`src/rtl/burst_seq_pkg.sv`:
```
package burst_seq_pkg;
    typedef enum logic {
        ORD_LINEAR     = 1'b0,
        ORD_INTERLEAVE = 1'b1
    } burst_order_e;
endpackage

```
`src/rtl/burst_beat_ctr.sv`:
```
module burst_beat_ctr #(
    parameter int CNT_W = 2
) (
    input  logic             clk,
    input  logic             rst_n,
    input  logic             clear_i,
    input  logic             step_i,
    output logic [CNT_W-1:0] beat_o
);
    typedef struct packed {
        logic [CNT_W-1:0] beat;
    } ctr_state_t;

    ctr_state_t st_d, st_q;

    always_comb begin
        st_d = st_q;
        if (clear_i) begin
            st_d.beat = '0;
        end else if (step_i) begin
            st_d.beat = st_q.beat + CNT_W'(1);
        end
    end

    always_ff @(posedge clk) begin
        if (!rst_n) begin
            st_q <= '0;
        end else begin
            st_q <= st_d;
        end
    end

    assign beat_o = st_q.beat;
endmodule

```
`src/rtl/burst_base_reg.sv`:
```
module burst_base_reg #(
    parameter int ADDR_W = 20,
    parameter int CNT_W  = 2
) (
    input  logic                    clk,
    input  logic                    rst_n,
    input  logic                    load_i,
    input  logic [ADDR_W-1:0]       addr_i,
    output logic [ADDR_W-CNT_W-1:0] upper_o,
    output logic [CNT_W-1:0]        start_o
);
    localparam int UP_W = ADDR_W - CNT_W;

    typedef struct packed {
        logic [UP_W-1:0]  upper;
        logic [CNT_W-1:0] start;
    } base_state_t;

    base_state_t st_d, st_q;

    always_comb begin
        st_d = st_q;
        if (load_i) begin
            st_d.upper = addr_i[ADDR_W-1:CNT_W];
            st_d.start = addr_i[CNT_W-1:0];
        end
    end

    always_ff @(posedge clk) begin
        if (!rst_n) begin
            st_q <= '0;
        end else begin
            st_q <= st_d;
        end
    end

    assign upper_o = st_q.upper;
    assign start_o = st_q.start;
endmodule

```
`src/rtl/burst_order_map.sv`:
```
module burst_order_map
    import burst_seq_pkg::*;
#(
    parameter int CNT_W = 2
) (
    input  logic [CNT_W-1:0] start_i,
    input  logic [CNT_W-1:0] beat_i,
    input  burst_order_e     order_i,
    output logic [CNT_W-1:0] low_o
);
    logic [CNT_W-1:0] ilv_low;
    logic [CNT_W-1:0] lin_low;

    // Interleaved order: each bit of the start flips with the beat count bit.
    for (genvar b = 0; b < CNT_W; b++) begin : g_ilv_bit
        assign ilv_low[b] = start_i[b] ^ beat_i[b];
    end

    // Linear order: modulo add, the carry out of the top bit is dropped.
    assign lin_low = start_i + beat_i;

    always_comb begin
        unique case (order_i)
            ORD_INTERLEAVE: low_o = ilv_low;
            default:        low_o = lin_low;
        endcase
    end
endmodule

```
`src/rtl/burst_addr_seq.sv`:
```
module burst_addr_seq
    import burst_seq_pkg::*;
#(
    parameter int ADDR_W = 20,
    parameter int CNT_W  = 2
) (
    input  logic              clk,
    input  logic              rst_n,
    input  logic              load_i,
    input  logic              adv_n_i,
    input  logic              ilv_mode_i,
    input  logic [ADDR_W-1:0] addr_i,
    output logic [ADDR_W-1:0] addr_o
);
    localparam int UP_W = ADDR_W - CNT_W;

    logic [UP_W-1:0]  upper;
    logic [CNT_W-1:0] start;
    logic [CNT_W-1:0] beat;
    logic [CNT_W-1:0] low;
    logic             step;
    burst_order_e     order;

    // A load takes priority; the advance strobe is ignored in that cycle.
    assign step  = !adv_n_i && !load_i;
    assign order = burst_order_e'(ilv_mode_i);

    burst_base_reg #(.ADDR_W(ADDR_W), .CNT_W(CNT_W)) u_base (
        .clk     (clk),
        .rst_n   (rst_n),
        .load_i  (load_i),
        .addr_i  (addr_i),
        .upper_o (upper),
        .start_o (start)
    );

    burst_beat_ctr #(.CNT_W(CNT_W)) u_beat (
        .clk     (clk),
        .rst_n   (rst_n),
        .clear_i (load_i),
        .step_i  (step),
        .beat_o  (beat)
    );

    burst_order_map #(.CNT_W(CNT_W)) u_map (
        .start_i (start),
        .beat_i  (beat),
        .order_i (order),
        .low_o   (low)
    );

    assign addr_o = {upper, low};
endmodule

```
`config.mk`:
```
export PLATFORM = sky130hd
export DESIGN_NAME = burst_addr_seq
export DESIGN_NICKNAME = d
export VERILOG_FILES = /design/src/rtl/burst_seq_pkg.sv /design/src/rtl/burst_beat_ctr.sv /design/src/rtl/burst_base_reg.sv /design/src/rtl/burst_order_map.sv /design/src/rtl/burst_addr_seq.sv
export SDC_FILE = /design/constraint.sdc
export NUM_CORES = 1
export LEC_CHECK = 0
export ABC_CLOCK_PERIOD_IN_PS = 1000
export CAP_MARGIN = 20
export CORE_ASPECT_RATIO = 1.25
export CORE_MARGIN = 2
export CORE_UTILIZATION = 39
export DETAILED_ROUTE_END_ITERATION = 6
export PLACE_DENSITY = 0.79
export SETUP_SLACK_MARGIN = 0.02
export SYNTH_ARGS = -nofsm -noshare
export SYNTH_HDL_FRONTEND = slang
export SYNTH_SLANG_ARGS = --single-unit
```
`constraint.sdc`:
```
create_clock -name clk -period 1 [get_ports clk]
set_input_delay 0.2 -clock clk [delete_from_list [all_inputs] [get_ports clk]]
set_output_delay 0.2 -clock clk [all_outputs]
set_load 0.01 [all_outputs]
```
**Yosys cells after proc, flatten, opt, wreduce, memory -nomap -nowiden**

Cells that the tools add are included.

- Multiplexer cells: 1
- Reduce and logical (&&, ||, !) cells: 4
- Add/subtract/negate cells: 2
- Bitwise operators: 3

Operator list:

| cell | count |
|---|---|
| $add 2x1->2 const B | 1 |
| $add 2x2->2 | 1 |
| $logic_not 1->1 | 2 |
| $mux 2 | 1 |
| $reduce_or 2->1 | 1 |
| $xor 1x1->1 | 2 |
| $logic_and 1x1->1 | 1 |
| $not 1->1 | 1 |

- Output and inout port bits: 20
- Register bits after elaboration: 22
- Bits of input ports: 25
- Logic and storage cells: 13

**Longest topological paths before layout**

- Depth after elaboration: 2
- Mapped depth: 4
- Depth with buffers taken out: 3

**Hierarchy**

From an unflattened synthesis, not the netlist that was laid out.

- Cell total of the unflattened synthesis: 77
- Area, all modules: 880.8 um^2

Modules (own cells, without submodules):

| module | cells each | seq. area each (um^2) | area an instance (um^2) | instances |
|---|---|---|---|---|
| burst_base_reg | 64 | 400.4 | 755.7 | 1 |
| burst_beat_ctr | 8 | 40.0 | 85.1 | 1 |
| burst_order_map | 4 | 0.0 | 36.3 | 1 |
| burst_addr_seq | 1 | 0.0 | 3.8 | 1 |

**Worst setup path after synthesis**

OpenSTA, ideal clock, no wires.

- Path type: register -> output
- Start: register u_base.st_q (netlist bit u_base.start_o[0])
- End: output addr_o[1]
- Data required time: 0.800 ns
- Stages on the path, launching flop included: 4
- Path slack: -0.021 ns
- Buffers on the path: 0
- Arrival: 0.821 ns
- Path through: dfxtp_1 > ha_1 > nor2b_1 > xnor2_1

- Cells in the longest elaborated chain, start to end: 2

Ends and longest elaborated chain:

| what | line | text |
|---|---|---|
| from (decl) | burst_base_reg.sv:19 | `base_state_t st_d, st_q;` |
| from (signal assigned) | burst_base_reg.sv:33 | `st_q <= st_d;` |
| $add 2x2->2 | burst_order_map.sv:20 | `assign lin_low = start_i + beat_i;` |
| $mux 2 | burst_order_map.sv:23 | `unique case (order_i)` |
| to (decl) | burst_addr_seq.sv:13 | `output logic [ADDR_W-1:0] addr_o` |

Every way passes these cells.

**Final worst setup path**

- Start: register u_beat.st_q (netlist bit u_beat.beat_o[0])
- End: output addr_o[1]

- Cells in the longest elaborated chain, start to end: 2

Ends and longest elaborated chain:

| what | line | text |
|---|---|---|
| from (decl) | burst_beat_ctr.sv:14 | `ctr_state_t st_d, st_q;` |
| from (signal assigned) | burst_beat_ctr.sv:29 | `st_q <= st_d;` |
| $add 2x2->2 | burst_order_map.sv:20 |  |
| $mux 2 | burst_order_map.sv:23 |  |

Every way passes these cells.

==> key figures <==
Die
  – Die area: 2710 um2
  – Width of the die: 47.0 um
  – Ports: 45
  – Rows: 19
  – Die H: 57.7 um
  – Core region area: 2190 um2
  – Initial Util: 0.412

Setup path
  – Crit-path max cell delay: 370 ps
  – CP required: 800 ps
  – Crit-path slowest cell: dfxtp_2
  – Worst-path cell chain: ha_4 > nor2b_4 > xnor2_2 > buf_2
  – Top cell family by delay on the critical path: flip-flops
  – Setup CP Type: reg2out
  – Maximum fanout along the worst path: 2
  – CP endpoint kind: output port
  – Arrival @ worst endpoint: 1190 ps
  – Worst setup SP type: register
  – Buf+Inv Stages, Crit Path: 1

Pwr
  – Switching fraction of total power: 0.211
  – Power density over the cells: 1310 nW/um2
  – P_sw: 0.000433 W
  – Total power: 0.00206 W
  – Int Power: 0.00162 W
  – Sequential share of power: 0.474
  – Clk pwr share: 0.325
  – Peak VDD IR: 1.45 mV
  – Leak: 0.689 nW
  – Combinational share of power: 0.201

Route
  – Vias post-DR: 705
  – Via-to-Cell Ratio: 4.41
  – Post-route DRC: 0
  – 1st-iter DRT viols: 1
  – WL/cell: 12.2 um
  – Final WL: 1.95 mm
  – Final ANT Viol Nets: 0
  – TritonRoute pass-1 iters: 2

CTS
  – Root Driver: clkbuf_4
  – CTS max path bufs: 2
  – Clk_lat worst skew: 310 ps
  – TritonCTS Sinks: 22
  – Clock buffer count from CTS: 3
  – TritonCTS clock tree: built
  – Reg clk slew, reported paths: 130 ps
  – Clock H-tree levels: 1
  – Hold-fix buffers, CTS: 0

STA
  – RSZ-0062 raised after global routing: true
  – Final Hold Viols: 0
  – Max_slew headroom: 0.860
  – Post-layout worst setup margin: -391 ps
  – Final period utilization: 1.39
  – Slew @ Worst Pin: 209 ps
  – # setup viols final: 2
  – Max-slew violations: 0
  – Final Skew: 12.1 ps
  – Maximum clock rate: 719 MHz
  – Fin crit period: 1390 ps

Outcome
  – Violated checks: negative setup slack
  – Status: finished, violations left

Yosys
  – Post-synthesis sequential area ratio: 0.489
  – Cell Area, Synth: 901 um2
  – Share of the synthesized area in the top cell type: 0.489
  – Syn nets: 103
  – Post-synthesis register bit count: 22
  – Avg Cell Area, Syn: 11.7 um2
  – Yosys top cell by area: dfxtp_1
  – Number of distinct library cells after synthesis: 11
  – Synth Instances: 77
  – YS warnings: 0
  – Synth top area cells: dfxtp_1 (49%), mux2i_1 (22%), nor2b_1 (16%)

Place
  – Hpwl dp: 1.39 mm
  – Pre-CTS setup slack: -645 ps
  – Placed Cells: 153
  – # port buffers: 44
  – Gpl congestion: 0.686

Global route
  – Overall routing resource usage: 0.158
  – Grt total ovfl: 0
  – First-pass GRT wire length: 3.12 mm
  – Initial antenna violation count: 0
  – Largest net degree at the start of global routing: 14
  – Number of global-route vias before repair: 763

Worst hold path
  – Hold Crit Class: in2reg

Finish
  – N_diodes: 0
  – Area growth syn-to-layout: 74.0%
  – Post-Layout Cell Count: 160
  – Layout cells sized above 1: 0.465
  – Fill cells: 174
  – Fin nets: 156

Run
  – Max cap viols: 0
-- synthesized netlist by cell type, drive strengths merged --
master / count
xnor2: 3
dfxtp: 22
mux2i: 20
ha: 1
nor2: 1
clkbuf: 2
nand2b: 1
nor3: 1
buf: 3
nor2b: 23
-- placed cells by master, fill, tap and decap left out --
cell             Yosys  routed
buf_12               1       1
buf_2                0       1
buf_4                0       7
buf_6                2      19
bufbuf_16            0       1
bufinv_16            0       1
clkbuf_4             0       3
clkdlybuf4s50_1      0      23
dfxtp_1             22       2
dfxtp_2              0      20
dlygate4sd2_1        0       1
ha_4                 0       1
mux2i_1             20      20
nand2b_4             1       1
nor2_1               1       1
nor2b_1             23      21
nor2b_2              0       1
nor2b_4              0       1
nor3_2               1       1
xnor2_1              3       1
xnor2_2              0       2
-- layout make-up --
| type | instances | area [um2] | share of cell area |
|---|---|---|---|
| Multi-Input combinational cell | 50 | 448 | 0.286 |
| Timing Repair Buffer | 53 | 563 | 0.359 |
| Tap cell | 31 | 38.8 | 0.0247 |
| Sequential cell | 22 | 465 | 0.297 |
| Clock buffer | 3 | 22.5 | 0.0144 |
| Clock inverter | 1 | 30.0 | 0.0192 |
-- what timing repair did --
item,4_1_cts,5_1_grt
setup endpoints to repair,21,20
setup buffers,2,0
pin swaps,2,0
cloned,1,0
resized for setup,118,6
-- worst paths after layout --
check	end	slack (ps)	start	depth (start not counted)
max	addr_o[1]	-390	u_beat.beat_o[0]$_SDFFE_PP0P_	4
min	u_base.upper_o[16]$_SDFFE_PN0P_	490	addr_i[18]	3
max reg2reg	u_beat.beat_o[1]$_SDFFE_PP0P_	80	u_beat.beat_o[0]$_SDFFE_PP0P_	4
min reg2reg	u_base.upper_o[16]$_SDFFE_PN0P_	540	u_base.upper_o[16]$_SDFFE_PN0P_	2
-- state kept, by name, indices dropped and copies added, names as in the netlist --
signal	flops
u_base.upper_o	18
u_base.start_o	2
u_beat.beat_o	2
-- power groups by stage --
stage	sequential [W]	combinational, W	clock [W]
final	0.000973	0.000413	0.000669
after global routing	0.000979	0.000445	0.000716
after CTS	0.000970	0.000403	0.000688
after detailed placement	0.000973	0.000384	0
after global placement	0.000970	0.000379	0
after floorplan	0.000991	0.000147	0
-- metal layers --
| metal | GRT usage | wire, um | vias up |
|---|---|---|---|
| met2 | 0.286 | 1060 | 21 |
| met5 | 0 | 0 | - |
| met1 | 0.173 | 760 | 326 |
| met4 | 0.0595 | 25 | 0 |
| li1 | - | - | 354 |
| met3 | 0.0280 | 107 | 4 |
-- stage by stage --
stage          area (um2)   util  hold WS [ps]  setup TNS (ps)
6_report             1570  0.717           488            -588
4_1_cts              1530  0.700           481            -601
3_5_place_dp         1400  0.641           508           -8200
2_1_floorplan         916      -           333               0
3_3_place_gp         1400  0.641           495           -7650
5_1_grt              1570  0.717           517            -695
-- worst register-to-register path, stage by stage (launching register included) --
cell and delay (ps):
dfxtp_2 370, buf_4 110, nor2b_2 180, xnor2_1 130, nor2_1 50
-- kinds of logic (layout without fill, tap and decap cells) --
group,Yosys count,in the layout,share of synthesized area
xor gates and xnor gates,3,3,0.0292
buffers and inverters,5,57,0.0556
muxes,20,20,0.222
DFF,22,22,0.489
adders and majority gates,1,1,0.0139
and+or+nand+nor,26,26,0.190
(Power assumes the default switching activity.)
